==> config.mk <==
export PLATFORM = sky130hd
export DESIGN_NAME = gpr_file
export DESIGN_NICKNAME = d
export VERILOG_FILES = /design/src/rtl/gpr_pkg.sv /design/src/rtl/gpr_ctrl.sv /design/src/rtl/gpr_datapath.sv /design/src/rtl/gpr_file.sv
export SDC_FILE = /design/constraint.sdc
export NUM_CORES = 1
export LEC_CHECK = 0
export ABC_CLOCK_PERIOD_IN_PS = 2300
export BUFFER_PORTS_ARGS = -buffer_cell sky130_fd_sc_hd__buf_2
export CAP_MARGIN = 0
export CORE_MARGIN = 2
export CORE_UTILIZATION = 59
export DETAILED_ROUTE_END_ITERATION = 10
export PLACE_DENSITY = 0.81
export SETUP_SLACK_MARGIN = 0.3
export SLEW_MARGIN = 10
export SYNTH_ARGS = -nofsm -noshare
export SYNTH_HDL_FRONTEND = slang
export SYNTH_SLANG_ARGS = --single-unit
==> constraint.sdc <==
create_clock -name clk -period 2.3 [get_ports clk]
set_input_delay 0.345 -clock clk [delete_from_list [all_inputs] [get_ports clk]]
set_output_delay 0.345 -clock clk [all_outputs]
set_load 0.01 [all_outputs]
==> src/rtl/gpr_pkg.sv <==
package gpr_pkg;
  localparam int XLEN  = 32;
  localparam int LANES = XLEN / 8;

  typedef enum logic [1:0] {
    SZ_BYTE = 2'b00,
    SZ_HALF = 2'b01,
    SZ_WORD = 2'b10,
    SZ_RSVD = 2'b11
  } size_e;

  // Strobes from control to datapath
  typedef struct packed {
    logic             wrGo;
    logic [LANES-1:0] laneEn;
    logic             laneShift;
    logic             wideGo;
    logic             rdOkA;
    logic             rdOkB;
  } strobe_t;
endpackage

==> src/rtl/gpr_ctrl.sv <==
module gpr_ctrl
  import gpr_pkg::*;
#(
  parameter int NREG      = 8,
  parameter int BYTE_REGS = 4,
  localparam int IDXW     = $clog2(NREG)
) (
  input  logic [IDXW-1:0] rdIdxA,
  input  logic [1:0]      rdSizeA,
  input  logic [IDXW-1:0] rdIdxB,
  input  logic [1:0]      rdSizeB,
  input  logic            wrEn,
  input  logic [IDXW-1:0] wrIdx,
  input  logic [1:0]      wrSize,
  input  logic            wrHigh,
  input  logic            wideEn,
  output strobe_t         str,
  output logic            rdErrA,
  output logic            rdErrB,
  output logic            wrErr
);
  function automatic logic sliceExists(input logic [IDXW-1:0] idx, input logic [1:0] sz);
    case (size_e'(sz))
      SZ_WORD, SZ_HALF: sliceExists = 1'b1;
      SZ_BYTE:          sliceExists = (int'(idx) < BYTE_REGS);
      default:          sliceExists = 1'b0;
    endcase
  endfunction

  logic wrOk;
  logic [LANES-1:0] laneMask;

  always_comb begin
    case (size_e'(wrSize))
      SZ_WORD: laneMask = {LANES{1'b1}};
      SZ_HALF: laneMask = LANES'(2'b11);
      SZ_BYTE: laneMask = wrHigh ? LANES'(2'b10) : LANES'(2'b01);
      default: laneMask = '0;
    endcase
  end

  assign wrOk   = sliceExists(wrIdx, wrSize);
  assign wrErr  = wrEn & ~wrOk;
  assign rdErrA = ~sliceExists(rdIdxA, rdSizeA);
  assign rdErrB = ~sliceExists(rdIdxB, rdSizeB);

  always_comb begin
    str.wrGo      = wrEn & wrOk;
    str.laneEn    = laneMask;
    str.laneShift = (size_e'(wrSize) == SZ_BYTE) & wrHigh;
    str.wideGo    = wideEn;
    str.rdOkA     = ~rdErrA;
    str.rdOkB     = ~rdErrB;
  end
endmodule

==> src/rtl/gpr_datapath.sv <==
module gpr_datapath
  import gpr_pkg::*;
#(
  parameter int NREG    = 8,
  parameter int WIDE_HI = 2,
  parameter int WIDE_LO = 0,
  localparam int IDXW   = $clog2(NREG)
) (
  input  logic              clk,
  input  logic              rst,
  input  strobe_t           str,
  input  logic [IDXW-1:0]   wrIdx,
  input  logic [XLEN-1:0]   wrData,
  input  logic [2*XLEN-1:0] wideData,
  input  logic [IDXW-1:0]   rdIdxA,
  input  logic [1:0]        rdSizeA,
  input  logic              rdHighA,
  input  logic [IDXW-1:0]   rdIdxB,
  input  logic [1:0]        rdSizeB,
  input  logic              rdHighB,
  output logic [XLEN-1:0]   rdDataA,
  output logic [XLEN-1:0]   rdDataB,
  output logic [NREG*XLEN-1:0] snapView
);
  logic [XLEN-1:0] alignedData;
  assign alignedData = str.laneShift ? {{(XLEN-16){1'b0}}, wrData[7:0], 8'h00} : wrData;

  for (genvar g = 0; g < NREG; g++) begin : gReg
    logic [XLEN-1:0] q;
    always_ff @(posedge clk) begin
      if (rst) begin
        q <= '0;
      end else if (str.wideGo && g == WIDE_HI) begin
        q <= wideData[2*XLEN-1:XLEN];
      end else if (str.wideGo && g == WIDE_LO) begin
        q <= wideData[XLEN-1:0];
      end else if (str.wrGo && int'(wrIdx) == g) begin
        for (int b = 0; b < LANES; b++) begin
          if (str.laneEn[b]) q[8*b +: 8] <= alignedData[8*b +: 8];
        end
      end
    end
    assign snapView[g*XLEN +: XLEN] = q;
  end

  function automatic logic [XLEN-1:0] slice(input logic [XLEN-1:0] w, input logic [1:0] sz,
                                            input logic hi);
    case (size_e'(sz))
      SZ_WORD: slice = w;
      SZ_HALF: slice = {{(XLEN-16){1'b0}}, w[15:0]};
      SZ_BYTE: slice = hi ? {{(XLEN-8){1'b0}}, w[15:8]} : {{(XLEN-8){1'b0}}, w[7:0]};
      default: slice = '0;
    endcase
  endfunction

  logic [XLEN-1:0] wordA, wordB;
  assign wordA   = snapView[XLEN*int'(rdIdxA) +: XLEN];
  assign wordB   = snapView[XLEN*int'(rdIdxB) +: XLEN];
  assign rdDataA = str.rdOkA ? slice(wordA, rdSizeA, rdHighA) : '0;
  assign rdDataB = str.rdOkB ? slice(wordB, rdSizeB, rdHighB) : '0;
endmodule

==> src/rtl/gpr_file.sv <==
module gpr_file
  import gpr_pkg::*;
#(
  parameter int NREG      = 8,
  parameter int BYTE_REGS = 4,
  parameter int WIDE_HI   = 2,
  parameter int WIDE_LO   = 0,
  localparam int IDXW     = $clog2(NREG)
) (
  input  logic              clk,
  input  logic              rst,
  input  logic [IDXW-1:0]   rdIdxA,
  input  logic [1:0]        rdSizeA,
  input  logic              rdHighA,
  output logic [XLEN-1:0]   rdDataA,
  output logic              rdErrA,
  input  logic [IDXW-1:0]   rdIdxB,
  input  logic [1:0]        rdSizeB,
  input  logic              rdHighB,
  output logic [XLEN-1:0]   rdDataB,
  output logic              rdErrB,
  input  logic              wrEn,
  input  logic [IDXW-1:0]   wrIdx,
  input  logic [1:0]        wrSize,
  input  logic              wrHigh,
  input  logic [XLEN-1:0]   wrData,
  output logic              wrErr,
  input  logic              wideEn,
  input  logic [2*XLEN-1:0] wideData
);
  strobe_t str;
  logic [NREG*XLEN-1:0] snapView;

  gpr_ctrl #(.NREG(NREG), .BYTE_REGS(BYTE_REGS)) u_ctrl (
    .rdIdxA(rdIdxA), .rdSizeA(rdSizeA), .rdIdxB(rdIdxB), .rdSizeB(rdSizeB),
    .wrEn(wrEn), .wrIdx(wrIdx), .wrSize(wrSize), .wrHigh(wrHigh), .wideEn(wideEn),
    .str(str), .rdErrA(rdErrA), .rdErrB(rdErrB), .wrErr(wrErr)
  );

  gpr_datapath #(.NREG(NREG), .WIDE_HI(WIDE_HI), .WIDE_LO(WIDE_LO)) u_dp (
    .clk(clk), .rst(rst), .str(str), .wrIdx(wrIdx), .wrData(wrData), .wideData(wideData),
    .rdIdxA(rdIdxA), .rdSizeA(rdSizeA), .rdHighA(rdHighA),
    .rdIdxB(rdIdxB), .rdSizeB(rdSizeB), .rdHighB(rdHighB),
    .rdDataA(rdDataA), .rdDataB(rdDataB), .snapView(snapView)
  );
endmodule

After elaboration in Yosys (flattened, before gate mapping):

Index checks and enable logic that the tools add are counted.

* register bits after elaboration: 256
* input bits: 118

* $lt $le $gt $ge: 3
* equal/unequal tests: 13
* shift operators: 2
* muxes and demuxes: 20
* bitwise logic cells: 6
* reductions and logical operators: 53

Operator list (count)
* $shiftx A256 B9 Y32: 2
* $mux W32: 7
* $pmux W32 S3: 2
* $reduce_and A2 Y1: 32
* $mux W8: 6
* $eq A3 B3 Y1 const B: 4
* $pmux W4 S3: 1
* $reduce_bool A2 Y1: 6
* $lt A3 B3 Y1 const B: 3
* $logic_and A1 B1 Y1: 8
* $eq A2 B1 Y1 const B: 3
* $eq A2 B2 Y1 const B: 3
* $eq A3 B2 Y1 const B: 2
* $logic_not A2 Y1: 3
* $pmux W1 S2: 3
* $reduce_or A2 Y1: 3
* $and A1 B1 Y1: 3
* $eq A3 B1 Y1 const B: 1
* $logic_not A3 Y1: 1
* $not A1 Y1: 3
* $mux W2: 1

Longest topological paths before layout:

Gate-level depths: netlist of the first run.

* word-level depth: 7
* depth in mapped cells: 8
* depth with buffers taken out: 6

Cells and area by module:

Synthesis of the first run repeated with hierarchy kept, for this count alone.

* cells, all modules: 1594
* area total of the unflattened synthesis: 14485.1 um^2

Modules (own cells, without submodules)
* gpr_datapath: instances 1, cells each 1560, area an instance 14217.4 um^2
* gpr_ctrl: instances 1, cells each 34, area an instance 267.8 um^2

Least setup slack after synthesis of the first run:

No wires, ideal clock.

* kind: input-to-output
* start: input rdIdxA[1]
* end: output rdDataA[25]
* data arrival time: 1.689 ns
* path slack: 0.266 ns
* stages: 6
* buffers on the path: 3
* cell sequence: clkbuf_1 -> buf_2 -> buf_1 -> mux4_2 -> mux2i_1 -> nor2_1

* word-level cells in the longest chain between the ends: 3
* elaborated cells on any way between the ends: 5
* those cells by class: order compare (1); shift (1); mux (3)

Ends and longest elaborated chain
* from (decl): line gpr_file.sv:12 `input logic [IDXW-1:0] rdIdxA,`
* $shiftx A256 B9 Y32 / $lt A3 B3 Y1 (equally long branches): line gpr_datapath.sv:57, gpr_ctrl.sv:25
* $pmux W32 S3 / $pmux W1 S2 (equally long branches): line gpr_datapath.sv:48, gpr_ctrl.sv:23
* $mux W32 *: line gpr_datapath.sv:59 `assign rdDataA = str.rdOkA ? slice(wordA, rdSizeA, rdHighA) : '0;`
* to (decl): line gpr_file.sv:15 `output logic [XLEN-1:0] rdDataA,`

Every way passes the cells marked *; elsewhere a longest branch is shown, timed or not.

Worst setup path in the final report of the first run:

* start: register u_dp.gReg[7].q[5]
* end: output rdDataB[5]

* word-level cells in the longest chain between the ends: 4

Ends and longest elaborated chain
* from (decl): line gpr_datapath.sv:29 `logic [XLEN-1:0] q;`
* from (signal assigned): line gpr_datapath.sv:34 `q <= wideData[2*XLEN-1:XLEN];`
* from (signal assigned): line gpr_datapath.sv:36 `q <= wideData[XLEN-1:0];`
* from (signal, indexed assignment): line gpr_datapath.sv:39 `if (str.laneEn[b]) q[8*b +: 8] <= alignedData[8*b +: 8];`
* $shiftx A256 B9 Y32 *: line gpr_datapath.sv:58 `assign wordB = snapView[XLEN*int'(rdIdxB) +: XLEN];`
* $mux W8: line gpr_datapath.sv:51 `SZ_BYTE: slice = hi ? {{(XLEN-8){1'b0}}, w[15:8]} : {{(XLEN-8){1'b0}}, w[7:0]};`
* $pmux W32 S3 *: line gpr_datapath.sv:48 `case (size_e'(sz))`
* $mux W32 *: line gpr_datapath.sv:60 `assign rdDataB = str.rdOkB ? slice(wordB, rdSizeB, rdHighB) : '0;`
* to (decl): line gpr_file.sv:20 `output logic [XLEN-1:0] rdDataB,`

Marked as above.

==> results of run 1 <==
-- placed cells by master (no fill, tap or decap), types with 21 or more instances in the layout --
cell type | synthesis | final
nand2b_1 | 85 | 85
a21oi_1 | 52 | 50
buf_12 | 0 | 21
nor2_1 | 209 | 201
dfxtp_1 | 256 | 163
buf_2 | 32 | 176
mux2i_1 | 312 | 290
dfxtp_2 | 0 | 90
buf_4 | 9 | 86
clkbuf_16 | 0 | 29
nor2b_1 | 28 | 24
nand2_1 | 38 | 33
mux4_2 | 96 | 96
a22oi_1 | 48 | 41
a211oi_1 | 64 | 64
inv_1 | 27 | 27
-- kinds of logic after synthesis --
family	count (synthesis)	share of synthesized area
DFF	256	0.342
muxes	408	0.353
adders and majority gates	12	0.0100
and+or+nand+nor	417	0.137
buffers and inverters	150	0.0425
AOI/OAI and AO/OA	239	0.115
-- area by class of cell --
cell class / count / area, um2
antenna: 3 / 7.51
fill: 1633 / 6520
multi-input combinational: 1076 / 9510
tap: 330 / 413
sequential: 256 / 5250
clock inverter: 14 / 210
clock buffer: 36 / 779
timing repair buffer: 298 / 2250
inverter: 27 / 101
-- cells in the mapped netlist, types with 2 or more instances --
| cell type | instances |
|---|---|
| mux4_2 | 96 |
| a211oi_1 | 64 |
| a41o_1 | 2 |
| clkbuf_1 | 63 |
| o22ai_1 | 16 |
| and3_1 | 8 |
| a2111oi_4 | 4 |
| ha_1 | 12 |
| mux2i_1 | 312 |
| nor2b_1 | 28 |
| nor2_2 | 4 |
| dfxtp_1 | 256 |
| nor2_1 | 209 |
| a21boi_1 | 16 |
| and2_1 | 15 |
| nand2_1 | 38 |
| nand3_1 | 6 |
| nand2b_1 | 85 |
| o21bai_1 | 9 |
| inv_1 | 27 |
| buf_1 | 19 |
| and2_0 | 3 |
| nor3_4 | 2 |
| a21oi_1 | 52 |
| o31ai_1 | 2 |
| buf_2 | 32 |
| a22oi_1 | 48 |
| o21ai_0 | 8 |
| a21o_1 | 4 |
| nand3b_1 | 9 |
| a211o_1 | 8 |
| o21ai_1 | 2 |
| buf_4 | 9 |
-- report_power, final --
group	total (mW)	internal [mW]	leakage, nW	switching (mW)
Sequential	4.64	4.55	2.12	0.0969
Clock	4.83	2.94	0.481	1.89
Combinational	1.71	0.764	5.34	0.941
-- worst paths after layout --
| path | from | endpoint | slack, ns |
|---|---|---|---|
| worst max-delay path | u_dp.gReg[7].q[5] | rdDataB[5] | 0.05 |
| worst min-delay path | wideData[52] | u_dp.gReg[2].q[20] | 0.13 |
| worst min register to register | u_dp.gReg[5].q[9] | u_dp.gReg[5].q[9] | 0.49 |
| worst max register to register | u_dp.gReg[7].q[30] | u_dp.gReg[7].q[30] | 1.48 |
-- critical path: cells and delay by family, from the launching register on --
kind	cells	cell delay [ns]
AOI/OAI and AO/OA	1	0.06
buffers and inverters	2	0.31
DFF	1	0.33
muxes	2	0.65
-- through the flow --
step / cell area, um2 / std cells
after detailed placement: 16800 / 1970
after global placement: 16800 / 1970
after CTS: 18200 / 2034
after global routing: 18500 / 2038
final: 18500 / 2040
after floorplan: 15000 / 1482
-- routing by layer --
layer | share of wire | routed length (um)
met1 | 0.37 | 17700
met2 | 0.47 | 22400
met3 | 0.093 | 4430
met4 | 0.061 | 2900
met5 | 0.00027 | 13
-- timing repair --
action	CTS	global route
pin swaps	10	24
cloned	3	2
setup buffers	11	1
gates resized for setup	98	83
endpoints found under the setup margin	64	64
==> results.sh, run 1 <==
export IMPL_end_kind="output port"
export IMPL_fin_crit_ns=2.25
export IMPL_ys_warn_count=0
export IMPL_numCtsBuffers=27
export IMPL_maxSlewViolCount=0
export IMPL_cts_tree="built"
export IMPL_critPathSlowestCell="mux4_2"
export IMPL_dr_pass1_iters=6
export IMPL_clkTransAtPathRegs_ns=0.06
export IMPL_syn_cell_area_mm2=0.0150
export IMPL_core_area_mm2=0.0250
export IMPL_via_per_inst=6.45
export IMPL_cts_htree_levels=1
export IMPL_dpl_worst_slack_ns=-0.0464
export IMPL_fin_setup_tns_ns=0
export IMPL_cts_hold_buffers=0
export IMPL_worstMarginPinSlew_ns=0.593
export IMPL_clockBufferDepth=3
export IMPL_place_port_buffers=184
export IMPL_synth_edf_count=0
export IMPL_place_gp_congestion=0.909
export IMPL_fp_dieW_um=163
export IMPL_grt_busiest_layer="met2"
export IMPL_top_register="u_dp.gReg.q"
export IMPL_finalClockSkew_ns=0
export IMPL_area_growth_pct=23.6
export IMPL_setup_violations_final=0
export IMPL_design_power_total_mw=11.2
export IMPL_synthTopCellsByArea="dfxtp_1 34%, mux2i_1 21%, mux4_2 14%"
export IMPL_rows=58
export IMPL_root_buffer="clkbuf_16"
export IMPL_synthDominantCellAreaShare=0.342
export IMPL_ys_seq_area_frac=0.342
export IMPL_antenna_found_initial=4
export IMPL_grt_max_degree=81
export IMPL_drt_iter0_drc=1365
export IMPL_grt_use_met2=0.583
export IMPL_rr_worst_depth=3
export IMPL_postSynthAreaPerCell_um2=10.1
export IMPL_drive_gt1_frac=0.354
export IMPL_ir_worst_vdd_v=0.000606
export IMPL_num_vias=13200
export IMPL_yosysTopAreaCell="dfxtp_1"
export IMPL_fmaxAchievable_mhz=445
export IMPL_crit_chain="mux4_2 > mux2i_1 > buf_4 > o22ai_1 > buf_2"
export IMPL_ys_ff_latch=256
export IMPL_slowest_delay_ns=0.47
export IMPL_mappedNetlistNets=1612
export IMPL_fp_dieH_um=163
export IMPL_worst_hold_path_type="in -> reg"
export IMPL_largest_reg_flops=256
export IMPL_grt_overflow_total=0
export IMPL_track_usage=0.347
export IMPL_whs_ns=0.132
export IMPL_dieArea_mm2=0.0267
export IMPL_rsz0062_at_grt="yes"
export IMPL_cp_max_fo=3
export IMPL_hold_viol=0
export IMPL_holdPathStages=3
export IMPL_cts_sinks=256
export IMPL_cp_start_kind="register"
export IMPL_dpl_hpwl_um=31700
export IMPL_syn_inst=1482
export IMPL_grt_pass1_vias=13100
export IMPL_crit_required_ns=1.96
export IMPL_p_leak_nw=7.94
export IMPL_pin_count=185
export IMPL_powerDensity_mw_per_mm2=604
export IMPL_insertion_delay_ns=0.54
export IMPL_ant_nets=0
export IMPL_grt_pass1_wl_um=71600
export IMPL_gr_usage_met3=0.0650
export IMPL_initial_core_util=0.598
export IMPL_layout_nets=1816
export IMPL_cap_violations=0
export IMPL_async_reset_ff_frac=0
export IMPL_wire_per_inst_um=23.2
export IMPL_utilization=0.740
export IMPL_yosys_most_used_dff="dfxtp_1"
export IMPL_relSlewSlack=0.604
export IMPL_use_met1=0.427
export IMPL_finalCritPeriodShare=0.976
export IMPL_timing_final_ws_setup_ns=0.0543
export IMPL_cp_arrival_ns=1.90
export IMPL_reg_largest_list="u_dp.gReg.q x256"
export IMPL_drc_errors=0
export IMPL_routed_wl_um=47400
export IMPL_status="finished, final reports clean"
export IMPL_synth_distinct_cells=47
export IMPL_crit_type="reg -> out"
Power figures use the tool's default switching activity.
==> run 2: changes to the inputs <==
==> constraint.sdc (replaced) <==
create_clock -name clk -period 2.3 [get_ports clk]
set_input_delay 0.345 -clock clk [delete_from_list [all_inputs] [get_ports clk]]
set_output_delay 0.345 -clock clk [all_outputs]
set_load 0.05 [all_outputs]
==> run 2 against run 1 <==
Effect of this change: the run now ends with setup timing left; maximum frequency is 9.1% lower; wire length is 15% higher; combinational power is 24% higher; count of clock-buffer cells in the layout is 7 higher; non-clock buffer count is 6 higher; critical path depth stayed put; register-to-register slack worse by 0.21 ns; clock skew stayed put; total power is 0.84% higher; first-iteration DRC count is 36% higher; clock power is 6.8% lower; sequential cell count stayed put; critical endpoint is now rdDataA[0].
==> results.sh, run 2 (synthesized netlist as in run 1, its figures left out) <==
export IMPL_status="finished, violations left"
export IMPL_violations="setup timing"
export IMPL_grt_pass1_vias=13500
export IMPL_hold_start="wideData[16]"
export IMPL_root_buffer="clkbuf_16"
export IMPL_pin_count=185
export IMPL_finalCritPeriodShare=1.07
export IMPL_initial_core_util=0.598
export IMPL_dieArea_mm2=0.0267
export IMPL_critPathSlowestCell="o22ai_2"
export IMPL_worst_hold_path_type="in -> reg"
export IMPL_fin_crit_ns=2.47
export IMPL_track_usage=0.377
export IMPL_cap_violations=0
export IMPL_cts_sinks=256
export IMPL_fill_cells=1364
export IMPL_clockBufferDepth=3
export IMPL_drt_iter0_drc=1851
export IMPL_timing_final_ws_setup_ns=-0.171
export IMPL_placed_area_mm2=0.0174
export IMPL_p_leak_nw=8.01
export IMPL_fp_dieW_um=163
export IMPL_via_per_inst=6.73
export IMPL_dpl_hpwl_um=32800
export IMPL_setup_violations_final=2
export IMPL_powerDensity_mw_per_mm2=555
export IMPL_cts_hold_buffers=0
export IMPL_end_kind="output port"
export IMPL_final_cell_mix="236 x mux2i_1, 161 x nor2_1, 128 x dfxtp_2"
export IMPL_insertion_delay_ns=0.55
export IMPL_num_vias=13800
export IMPL_fin_setup_tns_ns=-0.179
export IMPL_ir_worst_vdd_v=0.000507
export IMPL_reg_largest_list="u_dp.gReg.q x256"
export IMPL_crit_required_ns=1.96
export IMPL_largest_reg_flops=256
export IMPL_dr_pass1_iters=9
export IMPL_fp_dieH_um=163
export IMPL_crit_type="reg -> out"
export IMPL_design_area_mm2=0.0203
export IMPL_cp_max_fo=3
export IMPL_holdPathStages=3
export IMPL_routed_wl_um=54300
export IMPL_cp_top_family="compound AO/OA/AOI/OAI gates"
export IMPL_grt_pass1_wl_um=76900
export IMPL_cts_tree="built"
export IMPL_relSlewSlack=0.552
export IMPL_layout_nets=1823
export IMPL_cts_htree_levels=1
export IMPL_utilization=0.811
export IMPL_crit_chain="mux2i_4 > a22oi_1 > nand2_1 > o22ai_2 > buf_6"
export IMPL_antenna_found_initial=3
export IMPL_place_gp_congestion=1.06
export IMPL_rows=58
export IMPL_ff2ff_setup_slack_ns=1.27
export IMPL_grt_overflow_total=0
export IMPL_rr_worst_depth=4
export IMPL_holdPathEnd="u_dp.gReg[0].q[16]"
export IMPL_clkTransAtPathRegs_ns=0.06
export IMPL_regToRegEndpoint="u_dp.gReg[0].q[4]"
export IMPL_path_buf_inv=1
export IMPL_multi_input_area_mm2=0.0106
export IMPL_fmaxAchievable_mhz=405
export IMPL_slowest_delay_ns=0.49
export IMPL_design_power_total_mw=11.3
export IMPL_core_area_mm2=0.0250
export IMPL_area_sequential_mm2=0.00537
export IMPL_top_register="u_dp.gReg.q"
export IMPL_drive_gt1_frac=0.469
export IMPL_cp_start_kind="register"
export IMPL_ant_nets=0
export IMPL_place_port_buffers=184
export IMPL_grt_max_degree=94
export IMPL_dpl_worst_slack_ns=-0.0954
export IMPL_layout_commonest_cell="mux2i_1"
export IMPL_rsz0062_at_grt="yes"
export IMPL_area_growth_pct=35.6
export IMPL_drc_errors=0
export IMPL_worstReg2RegStart="u_dp.gReg[0].q[4]"
export IMPL_finalClockSkew_ns=0
export IMPL_numCtsBuffers=28
export IMPL_worstMarginPinSlew_ns=0.659
export IMPL_hold_viol=0
export IMPL_wire_per_inst_um=26.5
export IMPL_cp_arrival_ns=2.13
export IMPL_maxSlewViolCount=0
==> run 2: cell count changes in the layout (fill, tap and decap cells not counted), moves of 13 or more <==
cell / change
mux2i_1: -54
dfxtp_2: +38
buf_8: +25
o22ai_1: -15
buf_6: +41
dfxtp_4: +20
mux2i_4: +42
nor2_4: +35
nor2_1: -40
dfxtp_1: -58
o22ai_2: +13
buf_2: -67
==> run 2: metrics by stage <==
step	hold slack [ns]	instances
2_1_floorplan	0.459	1482
3_3_place_gp	0.472	1974
3_5_place_dp	0.476	1974
4_1_cts	0.111	2036
5_1_grt	0.125	2044
6_report	0.118	2048
==> run 2: what timing repair did <==
| item | 4_1_cts | 5_1_grt |
|---|---|---|
| endpoints found under the hold margin | 0 | 0 |
| setup buffers | 8 | 7 |
| setup endpoints to repair | 65 | 66 |
| cloned | 3 | 1 |
| pin swaps | 46 | 48 |
| gates resized for setup | 327 | 217 |
==> run 2: how the worst max path moves through the flow <==
stage               depth (start not counted)              start  slack (ns)           endpoint
global placement                            8          wrSize[1]       -0.06  u_dp.gReg[7].q[8]
finish                                      5  u_dp.gReg[6].q[8]       -0.17         rdDataA[0]
detailed placement                          8          wrSize[1]        -0.1  u_dp.gReg[4].q[8]
CTS                                         5  u_dp.gReg[2].q[7]        0.02         rdDataA[7]
global route                                5  u_dp.gReg[6].q[8]       -0.18         rdDataA[0]
floorplan                                   5         rdSizeA[0]        0.19         rdDataA[0]
==> run 2: worst reg2reg max path: stages (launching register included) <==
cell and delay (ns):
dfxtp_2 0.33, buf_4 0.13, buf_4 0.12, a211oi_1 0.25, a211oi_1 0.08
==> run 2: metal layers <==
metal,vias to the layer above,part of all wire,GRT usage
li1,5864,-,-
met5,-,0.00020,0
met3,283,0.11,0.0871
met4,2,0.069,0.219
met2,994,0.48,0.628
met1,6640,0.34,0.446
==> run 2: power by group <==
part / internal [mW] / total, mW / switching (mW) / leakage, nW
registers: 4.53 / 4.65 / 0.115 / 2.15
clock network: 2.58 / 4.50 / 1.92 / 0.449
logic: 0.908 / 2.12 / 1.22 / 5.41
==> run 2: area by class of cell <==
class	instances	share of cell area
clock inverter	8	0.00376
clock buffer	43	0.0407
tap	330	0.0203
antenna	4	0.000493
sequential	256	0.264
multi-input combinational	1076	0.523
inverter	27	0.00499
timing repair buffer	304	0.142
